===== src/rtl/dac_fe_pkg.sv =====
package dac_fe_pkg;

   // Control bits that travel with the code through both registers.
   typedef struct packed {
      logic gain2;
      logic ref_buf;
   } dac_ctl_t;

   localparam dac_ctl_t CTL_RESET = '{gain2: 1'b0, ref_buf: 1'b0};

endpackage


===== src/rtl/strobe_sync.sv =====
module strobe_sync #(
   parameter int   STAGES    = 2,
   parameter logic RESET_VAL = 1'b1
) (
   input  logic clk,
   input  logic rst_n,
   input  logic async_in,
   output logic sync_o
);

   if (STAGES < 2) begin : g_bad_stages
      $error("strobe_sync needs at least two stages");
   end

   logic [STAGES-1:0] chain_q;

   always_ff @(posedge clk or negedge rst_n) begin
      if (!rst_n) chain_q <= {STAGES{RESET_VAL}};
      else        chain_q <= {chain_q[STAGES-2:0], async_in};
   end

   assign sync_o = chain_q[STAGES-1];

endmodule


===== src/rtl/dac_input_reg.sv =====
module dac_input_reg
   import dac_fe_pkg::*;
#(
   parameter int CODE_W = 12,
   parameter int BYTE_W = 8
) (
   input  logic              clk,
   input  logic              arst_n,
   input  logic              wr_ev,
   input  logic              hi_byte,
   input  logic [BYTE_W-1:0] bus_d,
   output logic [CODE_W-1:0] in_code,
   output dac_ctl_t          in_ctl
);

   localparam int HI_W     = CODE_W - BYTE_W;
   localparam int BUF_POS  = HI_W;
   localparam int GAIN_POS = HI_W + 1;

   if (HI_W < 1) begin : g_bad_split
      $error("code must be wider than one bus byte");
   end
   if (GAIN_POS >= BYTE_W) begin : g_bad_ctl
      $error("upper byte has no room for the control bits");
   end

   logic [BYTE_W-1:0] lo_q;
   logic [HI_W-1:0]   hi_q;
   dac_ctl_t          ctl_q;

   always_ff @(posedge clk or negedge arst_n) begin
      if (!arst_n) begin
         lo_q  <= '0;
         hi_q  <= '0;
         ctl_q <= CTL_RESET;
      end else if (wr_ev) begin
         if (hi_byte) begin
            hi_q          <= bus_d[HI_W-1:0];
            ctl_q.ref_buf <= bus_d[BUF_POS];
            ctl_q.gain2   <= bus_d[GAIN_POS];
         end else begin
            lo_q <= bus_d;
         end
      end
   end

   assign in_code = {hi_q, lo_q};
   assign in_ctl  = ctl_q;

endmodule


===== src/rtl/dac_xfer_reg.sv =====
module dac_xfer_reg
   import dac_fe_pkg::*;
#(
   parameter int CODE_W = 12
) (
   input  logic              clk,
   input  logic              arst_n,
   input  logic              wr_ev,
   input  logic              ld_low,
   input  logic [CODE_W-1:0] in_code,
   input  dac_ctl_t          in_ctl,
   output logic [CODE_W-1:0] dac_code,
   output dac_ctl_t          dac_ctl,
   output logic              pend_o
);

   logic              pend_q;
   logic              xfer;
   logic [CODE_W-1:0] code_q;
   dac_ctl_t          ctl_q;

   assign xfer = ld_low & pend_q;

   // A write in the same cycle as a transfer keeps the flag set, so
   // the newer value follows one cycle later.
   always_ff @(posedge clk or negedge arst_n) begin
      if (!arst_n)    pend_q <= 1'b0;
      else if (wr_ev) pend_q <= 1'b1;
      else if (xfer)  pend_q <= 1'b0;
   end

   always_ff @(posedge clk or negedge arst_n) begin
      if (!arst_n) begin
         code_q <= '0;
         ctl_q  <= CTL_RESET;
      end else if (xfer) begin
         code_q <= in_code;
         ctl_q  <= in_ctl;
      end
   end

   assign dac_code = code_q;
   assign dac_ctl  = ctl_q;
   assign pend_o   = pend_q;

endmodule


===== src/rtl/dac_dbuf_front.sv =====
module dac_dbuf_front
   import dac_fe_pkg::*;
#(
   parameter int CODE_W      = 12,
   parameter int BYTE_W      = 8,
   parameter int SYNC_STAGES = 2
) (
   input  logic              clk,
   input  logic              rst_n,
   input  logic              cs_n,
   input  logic              wr_n,
   input  logic              ld_n,
   input  logic              clr_n,
   input  logic              hi_byte,
   input  logic [BYTE_W-1:0] bus_d,
   input  logic              pd_n,
   output logic [CODE_W-1:0] dac_code,
   output logic              dac_gain2,
   output logic              dac_refbuf,
   output logic              out_en
);

   localparam int N_STB = 3;
   localparam int I_CS  = 0;
   localparam int I_WR  = 1;
   localparam int I_LD  = 2;

   logic [N_STB-1:0] stb_raw;
   logic [N_STB-1:0] stb_sync;
   logic             wr_d;
   logic             wr_ev;
   logic             ld_low;
   logic             arst_n;
   logic             pend;
   logic [CODE_W-1:0] in_code;
   dac_ctl_t         in_ctl;
   dac_ctl_t         out_ctl;

   assign stb_raw = {ld_n, wr_n, cs_n};

   for (genvar i = 0; i < N_STB; i++) begin : g_sync
      strobe_sync #(
         .STAGES   (SYNC_STAGES),
         .RESET_VAL(1'b1)
      ) u_sync (
         .clk     (clk),
         .rst_n   (rst_n),
         .async_in(stb_raw[i]),
         .sync_o  (stb_sync[i])
      );
   end

   always_ff @(posedge clk or negedge rst_n) begin
      if (!rst_n) wr_d <= 1'b1;
      else        wr_d <= stb_sync[I_WR];
   end

   assign wr_ev  = stb_sync[I_WR] & ~wr_d & ~stb_sync[I_CS];
   assign ld_low = ~stb_sync[I_LD];
   assign arst_n = rst_n & clr_n;

   dac_input_reg #(
      .CODE_W(CODE_W),
      .BYTE_W(BYTE_W)
   ) u_in (
      .clk    (clk),
      .arst_n (arst_n),
      .wr_ev  (wr_ev),
      .hi_byte(hi_byte),
      .bus_d  (bus_d),
      .in_code(in_code),
      .in_ctl (in_ctl)
   );

   dac_xfer_reg #(
      .CODE_W(CODE_W)
   ) u_dac (
      .clk     (clk),
      .arst_n  (arst_n),
      .wr_ev   (wr_ev),
      .ld_low  (ld_low),
      .in_code (in_code),
      .in_ctl  (in_ctl),
      .dac_code(dac_code),
      .dac_ctl (out_ctl),
      .pend_o  (pend)
   );

   assign dac_gain2  = out_ctl.gain2;
   assign dac_refbuf = out_ctl.ref_buf;
   assign out_en     = pd_n;

endmodule


===== config.mk =====
export PLATFORM = sky130hd
export DESIGN_NAME = dac_dbuf_front
export DESIGN_NICKNAME = d
export VERILOG_FILES = /design/src/rtl/dac_fe_pkg.sv /design/src/rtl/strobe_sync.sv /design/src/rtl/dac_input_reg.sv /design/src/rtl/dac_xfer_reg.sv /design/src/rtl/dac_dbuf_front.sv
export SDC_FILE = /design/constraint.sdc
export NUM_CORES = 1
export LEC_CHECK = 0
export BUFFER_PORTS_ARGS = -buffer_cell sky130_fd_sc_hd__buf_2
export CAP_MARGIN = 30
export CELL_PAD_IN_SITES_DETAIL_PLACEMENT = 0
export CELL_PAD_IN_SITES_GLOBAL_PLACEMENT = 2
export CORE_MARGIN = 1.5
export CORE_UTILIZATION = 28
export DETAILED_ROUTE_END_ITERATION = 7
export PLACE_DENSITY_LB_ADDON = 0.1
export SETUP_SLACK_MARGIN = 0.05
export SYNTH_ARGS = -nofsm -noshare
export SYNTH_HDL_FRONTEND = slang
export SYNTH_SLANG_ARGS = --single-unit

===== constraint.sdc =====
create_clock -name clk -period 4 [get_ports clk]
set_input_delay 0.4 -clock clk [delete_from_list [all_inputs] [get_ports clk]]
set_output_delay 0.4 -clock clk [all_outputs]
set_load 0.05 [all_outputs]

==> qor.csv, run 1 <==
metric,value,unit
status,completed,
fin_cells,160,
fp.dieArea,5100,sq um
crit_path_max_incr_delay,0.55,ns
cts_buffers,5,
portBuffers,28,
synth_cells,74,
switching_share,37.6,%
cts_root_buf,clkbuf_8,
ir_drop,271,uV
syn_avg_cell_area,17.7,sq um
first_pass_iters,2,
critPathBufInv,0,
cts.sinks,36,
crit_path_start_kind,flip-flop,
fp.dieW,71.4,microns
rsz0062_at_grt,false,
placedCellCount,152,
end_kind,flip-flop,
syn_to_final_growth,21.1,%
critPathTopFamily,flip-flops,
synth.ff_latch_count,36,
hp-class,primary input to asynchronous set/reset pin,
crit_required,4.16,ns
hpwlAfterDp,1480,microns
worstPathArrival,1.73,ns
nNetsFinal,123,
power.density,705,nW/um^2
final.setup_skew,0.00653,ns
ctsResizeCount,0,
sequentialPowerShare,44.9,%
multi_input_area,377,sq um
route.detailed.drc,0,
cts_setup_buffers,0,
grt_max_degree,30,
hold_violations,0,
min_period_over_period,39.3,%
cts_tree,built,
clk_latency,0.28,ns
antenna_found_initial,0,
grt_use_total,9.93,%
regArea,910,sq um
num_vias,699,
combPwrFrac,33.8,%
routedWlPerCell,13.4,microns
p_int,0.698,mW
crit_chain,nor4b_4 -> mux2_2,
clkTransAtPathRegs,0.06,ns
ys_warn_count,0,
max_slew.worst_pin.slew,0.592,ns
htree_levels,2,
antenna_cells,0,
grt_pass1_wl,3640,microns
seq_area_frac_synth,69.4,%
fmax,636,MHz
synthesis.nets,90,
fin_crit,1.57,ns
pwr-share-clk,21.3,%
die_h,71.4,microns
layout-drive-gt1-share,66.7,%
worst-setup-path-type,flip-flop to flip-flop,
start_util,29.7,%
finalMaxSlewViolations,0,
overflow,0,
setup_viol,0,
critical_path.max_fanout,8,
netlist_area,1310,sq um
gp_congestion,0.646,
slew_headroom,60.4,%
setup_tns,0,ns
fillers,442,
drt_wl_total,2140,microns
vias_per_cell,4.37,
coreArea,4410,sq um
rows,24,
maxCapViolations,0,
synth_cell_type_count,12,
slowest_stage,dfstp_2,
grt_pass1_vias,733,
hold_buffers,0,
leakage,0.733,nW
p_switching,0.420,mW
utilization,35.9,%
clockBufferDepth,2,
io_pins,31,
drt_iter0_drc,13,
drtAntennaViolNets,0,
## cell families after synthesis
kind of cell / share of synthesized area, %
AND/OR/NAND/NOR: 4.01
flip-flops: 69.4
AO/OA/AOI/OAI: 0.669
multiplexers: 24.1
buffers and inverters: 1.81
## cells in the mapped netlist
cell type | instances | share of area [%]
mux2_2 | 28 | 24
buf_2 | 1 | 0.38
and4bb_2 | 1 | 0.95
dfrtp_1 | 29 | 55
nor2b_1 | 1 | 0.48
nor2_1 | 1 | 0.29
buf_4 | 2 | 1.1
a22o_1 | 1 | 0.67
and2_1 | 1 | 0.48
clkbuf_1 | 1 | 0.29
nor4b_4 | 1 | 1.8
dfstp_2 | 7 | 14
## cell type report
class                      instances  share of cell area, %
sequential                        36                   57.3
multi-input combinational         34                   23.7
timing repair buffer              30                   9.78
clock buffer                       8                   5.05
tap                               52                   4.10
## routing by layer
| layer | track usage (%) | vias to the layer above | part of all wire (%) |
|---|---|---|---|
| li1 | - | 322 | - |
| met1 | 12.3 | 352 | 45 |
| met2 | 14.2 | 23 | 46 |
| met4 | 4.40 | 0 | 0.79 |
| met3 | 5.49 | 2 | 7.6 |
| met5 | 0 | - | 0 |
## through the flow
step | instance area (sq um) | hold WS [ns] | setup WS (ns) | power (mW)
floorplan | 1310 | 0.252 | 2.59 | 0.804
global placement | 1510 | 0.347 | 2.38 | 0.887
detailed placement | 1510 | 0.347 | 2.34 | 0.893
CTS | 1590 | 0.148 | 2.39 | 1.14
global route | 1590 | 0.153 | 2.34 | 1.19
finish | 1590 | 0.147 | 2.43 | 1.12
## final timing paths
check	startpoint	cells past startpoint	slack, ns	endpoint
worst max register to register	g_sync[1].u_sync.chain_q[1]	2	2.43	u_in.lo_q[3]
min in group clk	ld_n	1	0.21	g_sync[2].u_sync.chain_q[0]
worst min-delay path	rst_n	1	0.15	wr_d
max in group asynchronous	rst_n	3	3.35	u_dac.dac_code[3]
worst max-delay path	g_sync[1].u_sync.chain_q[1]	2	2.43	u_in.lo_q[3]
worst min register to register	g_sync[1].u_sync.chain_q[0]	0	0.36	g_sync[1].u_sync.chain_q[1]
## state kept, by name, indices dropped and copies added, names as in the netlist
register               flops
u_dac.pend_o               1
g_sync.u_sync.chain_q      6
wr_d                       1
u_in.in_ctl                2
u_dac.dac_code            12
u_in.hi_q                  4
u_dac.dac_ctl              2
u_in.lo_q                  8
## power by group through the flow
| stage | sequential, mW | clock, mW | combinational, mW |
|---|---|---|---|
| floorplan | 0.711 | 0 | 0.0935 |
| detailed placement | 0.511 | 0 | 0.383 |
| finish | 0.502 | 0.238 | 0.378 |
| global placement | 0.508 | 0 | 0.379 |
| global route | 0.515 | 0.273 | 0.398 |
| CTS | 0.504 | 0.251 | 0.383 |
## layout by cell type, fill, tap and decap left out
cell type  netlist  layout
a22o_1           1       1
clkbuf_8         0       5
mux2_2          28      28
clkbuf_1         1       3
dfstp_2          7       7
dfrtp_1         29      29
nor2_1           1       1
nor2b_1          1       1
and2_1           1       1
buf_2            1      28
nor4b_4          1       1
and4bb_2         1       1
buf_4            2       2
## worst register-to-register path, delay by kind of cell, from the launching register on
kind             cells  cell delay, ns
muxes                1            0.40
DFF                  1            0.55
and+or+nand+nor      1            0.51
Note: power is estimated with default switching activity, not from simulation.
==> run 2: changes to the inputs <==
==> constraint.sdc (replaced) <==
create_clock -name clk -period 1.4 [get_ports clk]
set_input_delay 0.14 -clock clk [delete_from_list [all_inputs] [get_ports clk]]
set_output_delay 0.14 -clock clk [all_outputs]
set_load 0.05 [all_outputs]
==> run 2 against run 1 <==
Effect of this change: combinational power rose to 3.1 times the previous value; cell area rose by 7.7%; critical path depth rose by 1; non-clock buffer count rose by 7; worst setup slack got worse by 2.4 ns; first-iteration DRC count rose by 62%; global-route usage rose by 0.61 points; clock power rose to 2.9 times the previous value; largest power group unchanged.
==> qor.csv, run 2 (synthesis results as in run 1) <==
metric,value,unit,change
status,completed,,
largest_reg_flops,12,,unchanged
setup_viol,0,,unchanged
combPwrFrac,35.2,%,+1.4 points
drt_iter0_drc,21,,+8
die_h,71.4,microns,unchanged
placedCellCount,154,,+1.3%
leakage,0.808,nW,+10%
io_pins,31,,unchanged
fin_cells,167,,+4.4%
fp.dieW,71.4,microns,unchanged
ir_drop,618,uV,+130%
rows,24,,unchanged
worst-setup-path-type,flip-flop to flip-flop,,
gp_congestion,0.640,,-0.94%
min_period_over_period,97.7,%,+58 points
p_int,2.06,mW,+190%
finalMaxSlewViolations,0,,unchanged
hold_violations,0,,unchanged
cts_buffers,5,,unchanged
maxCapViolations,0,,unchanged
critical_path.max_fanout,4,,-4
overflow,0,,unchanged
sequentialPowerShare,43.9,%,-1.0 points
utilization,38.7,%,+2.7 points
grt_max_degree,30,,unchanged
end_kind,flip-flop,,
clk_latency,0.28,ns,about the same
fin_area,1710,sq um,+7.7%
cts.sinks,36,,unchanged
crit_path_start_kind,flip-flop,,
routedWlPerCell,14.6,microns,+9.2%
antenna_found_initial,0,,unchanged
placed_area,1520,sq um,+1.0%
clockBufferDepth,2,,unchanged
syn_to_final_growth,30.4,%,
pwr-share-clk,20.9,%,-0.4 points
route.detailed.drc,0,,unchanged
power.density,1920,nW/um^2,+170%
layout_common_cells,"dfrtp_1, buf_2, mux2_4, mux2_2, dfstp_2",,
grt_pass1_vias,824,,+12%
antenna_cells,0,,unchanged
fin_crit,1.37,ns,-0.205 ns
hpwlAfterDp,1590,microns,+7.8%
cts_tree,built,,
vias_per_cell,4.45,,+1.8%
switching_share,37.3,%,-0.25 points
clkTransAtPathRegs,0.07,ns,about the same
p_switching,1.22,mW,+190%
grt_pass1_wl,3980,microns,+9.3%
portBuffers,28,,unchanged
htree_levels,2,,unchanged
fmax,731,MHz,+15%
cts_root_buf,clkbuf_8,,
drt_wl_total,2440,microns,+14%
slew_headroom,74.8,%,+14 points
max_slew.worst_pin.slew,0.378,ns,-0.215 ns
grt_use_total,10.5,%,+0.61 points
worstPathArrival,1.54,ns,-0.19 ns
layout-drive-gt1-share,64.3,%,-2.3 points
hp-class,primary input to flip-flop,,
start_util,29.7,%,unchanged
coreArea,4410,sq um,unchanged
nNetsFinal,130,,+5.7%
final.setup_skew,0.00781,ns,+0.00128 ns
crit_required,1.57,ns,-2.59 ns
num_vias,743,,+6.3%
layout_commonest_cell,dfrtp_1,,
drtAntennaViolNets,0,,unchanged
first_pass_iters,3,,+1
fp.dieArea,5100,sq um,unchanged
rsz0062_at_grt,true,,
run 2: cell count changes in the layout (fill, tap and decap cells not counted), sizes merged:
cell and change:
buf +2, dlygate4sd3 +5
run 2: stage by stage:
stage                     power [mW]  setup TNS [ns]  hold WS [ns]  worst slack, ns
after floorplan                 2.30         -0.0896      -0.00784          -0.0112
after global placement          2.54               0         0.186          0.00559
after detailed placement        2.56         -0.0287         0.195          -0.0153
after CTS                       3.32               0        0.0827           0.0169
after global routing            3.47         -0.0277        0.0878          -0.0117
final                           3.28               0        0.0925           0.0322
run 2: power by group through the flow:
stage / clock network [mW] / logic [mW] / registers [mW]
5_1_grt: 0.787 / 1.21 / 1.47
3_5_place_dp: 0 / 1.10 / 1.46
2_1_floorplan: 0 / 0.267 / 2.03
6_report: 0.686 / 1.16 / 1.44
3_3_place_gp: 0 / 1.09 / 1.45
4_1_cts: 0.729 / 1.15 / 1.44
run 2: repair_timing:
action	4_1_cts	5_1_grt
endpoints found under the setup margin	14	14
hold endpoints to repair	39	0
gates resized for setup	9	6
cloned	0	0
pin swaps	0	0
hold buffers	5	0
buffers inserted	0	0
run 2: routing by layer:
| layer | vias to the layer above | global-route usage, % | share of wire, % |
|---|---|---|---|
| met4 | 0 | 4.40 | 1.8 |
| met5 | - | 0 | 0 |
| li1 | 333 | - | - |
| met1 | 382 | 12.6 | 44 |
| met2 | 22 | 16.6 | 48 |
| met3 | 6 | 4.64 | 6.1 |
run 2: area by class of cell:
| class | instances | area, sq um |
|---|---|---|
| Clock buffer | 8 | 80.1 |
| Fill cell | 420 | 2710 |
| Tap cell | 52 | 65.1 |
| Multi-Input combinational cell | 34 | 433 |
| Timing Repair Buffer | 37 | 220 |
| Sequential cell | 36 | 910 |
run 2: worst max-delay path, cell delays in order (launching register included):
cell     delay (ns)
dfstp_2        0.55
nor4b_4        0.21
buf_4          0.20
mux2_4         0.30
run 2: worst paths after layout:
path                                        startpoint                          end  slack, ns  cells past startpoint
max                        g_sync[1].u_sync.chain_q[1]                 u_in.lo_q[7]       0.03                      3
max reg2reg                g_sync[1].u_sync.chain_q[1]                 u_in.lo_q[7]       0.03                      3
min in group asynchronous                        rst_n  g_sync[2].u_sync.chain_q[1]       0.43                      2
max in group asynchronous                        rst_n                 u_in.lo_q[3]       0.45                      4
min reg2reg                g_sync[0].u_sync.chain_q[0]  g_sync[0].u_sync.chain_q[1]       0.36                      0
min                                           bus_d[6]                 u_in.lo_q[6]       0.09                      2
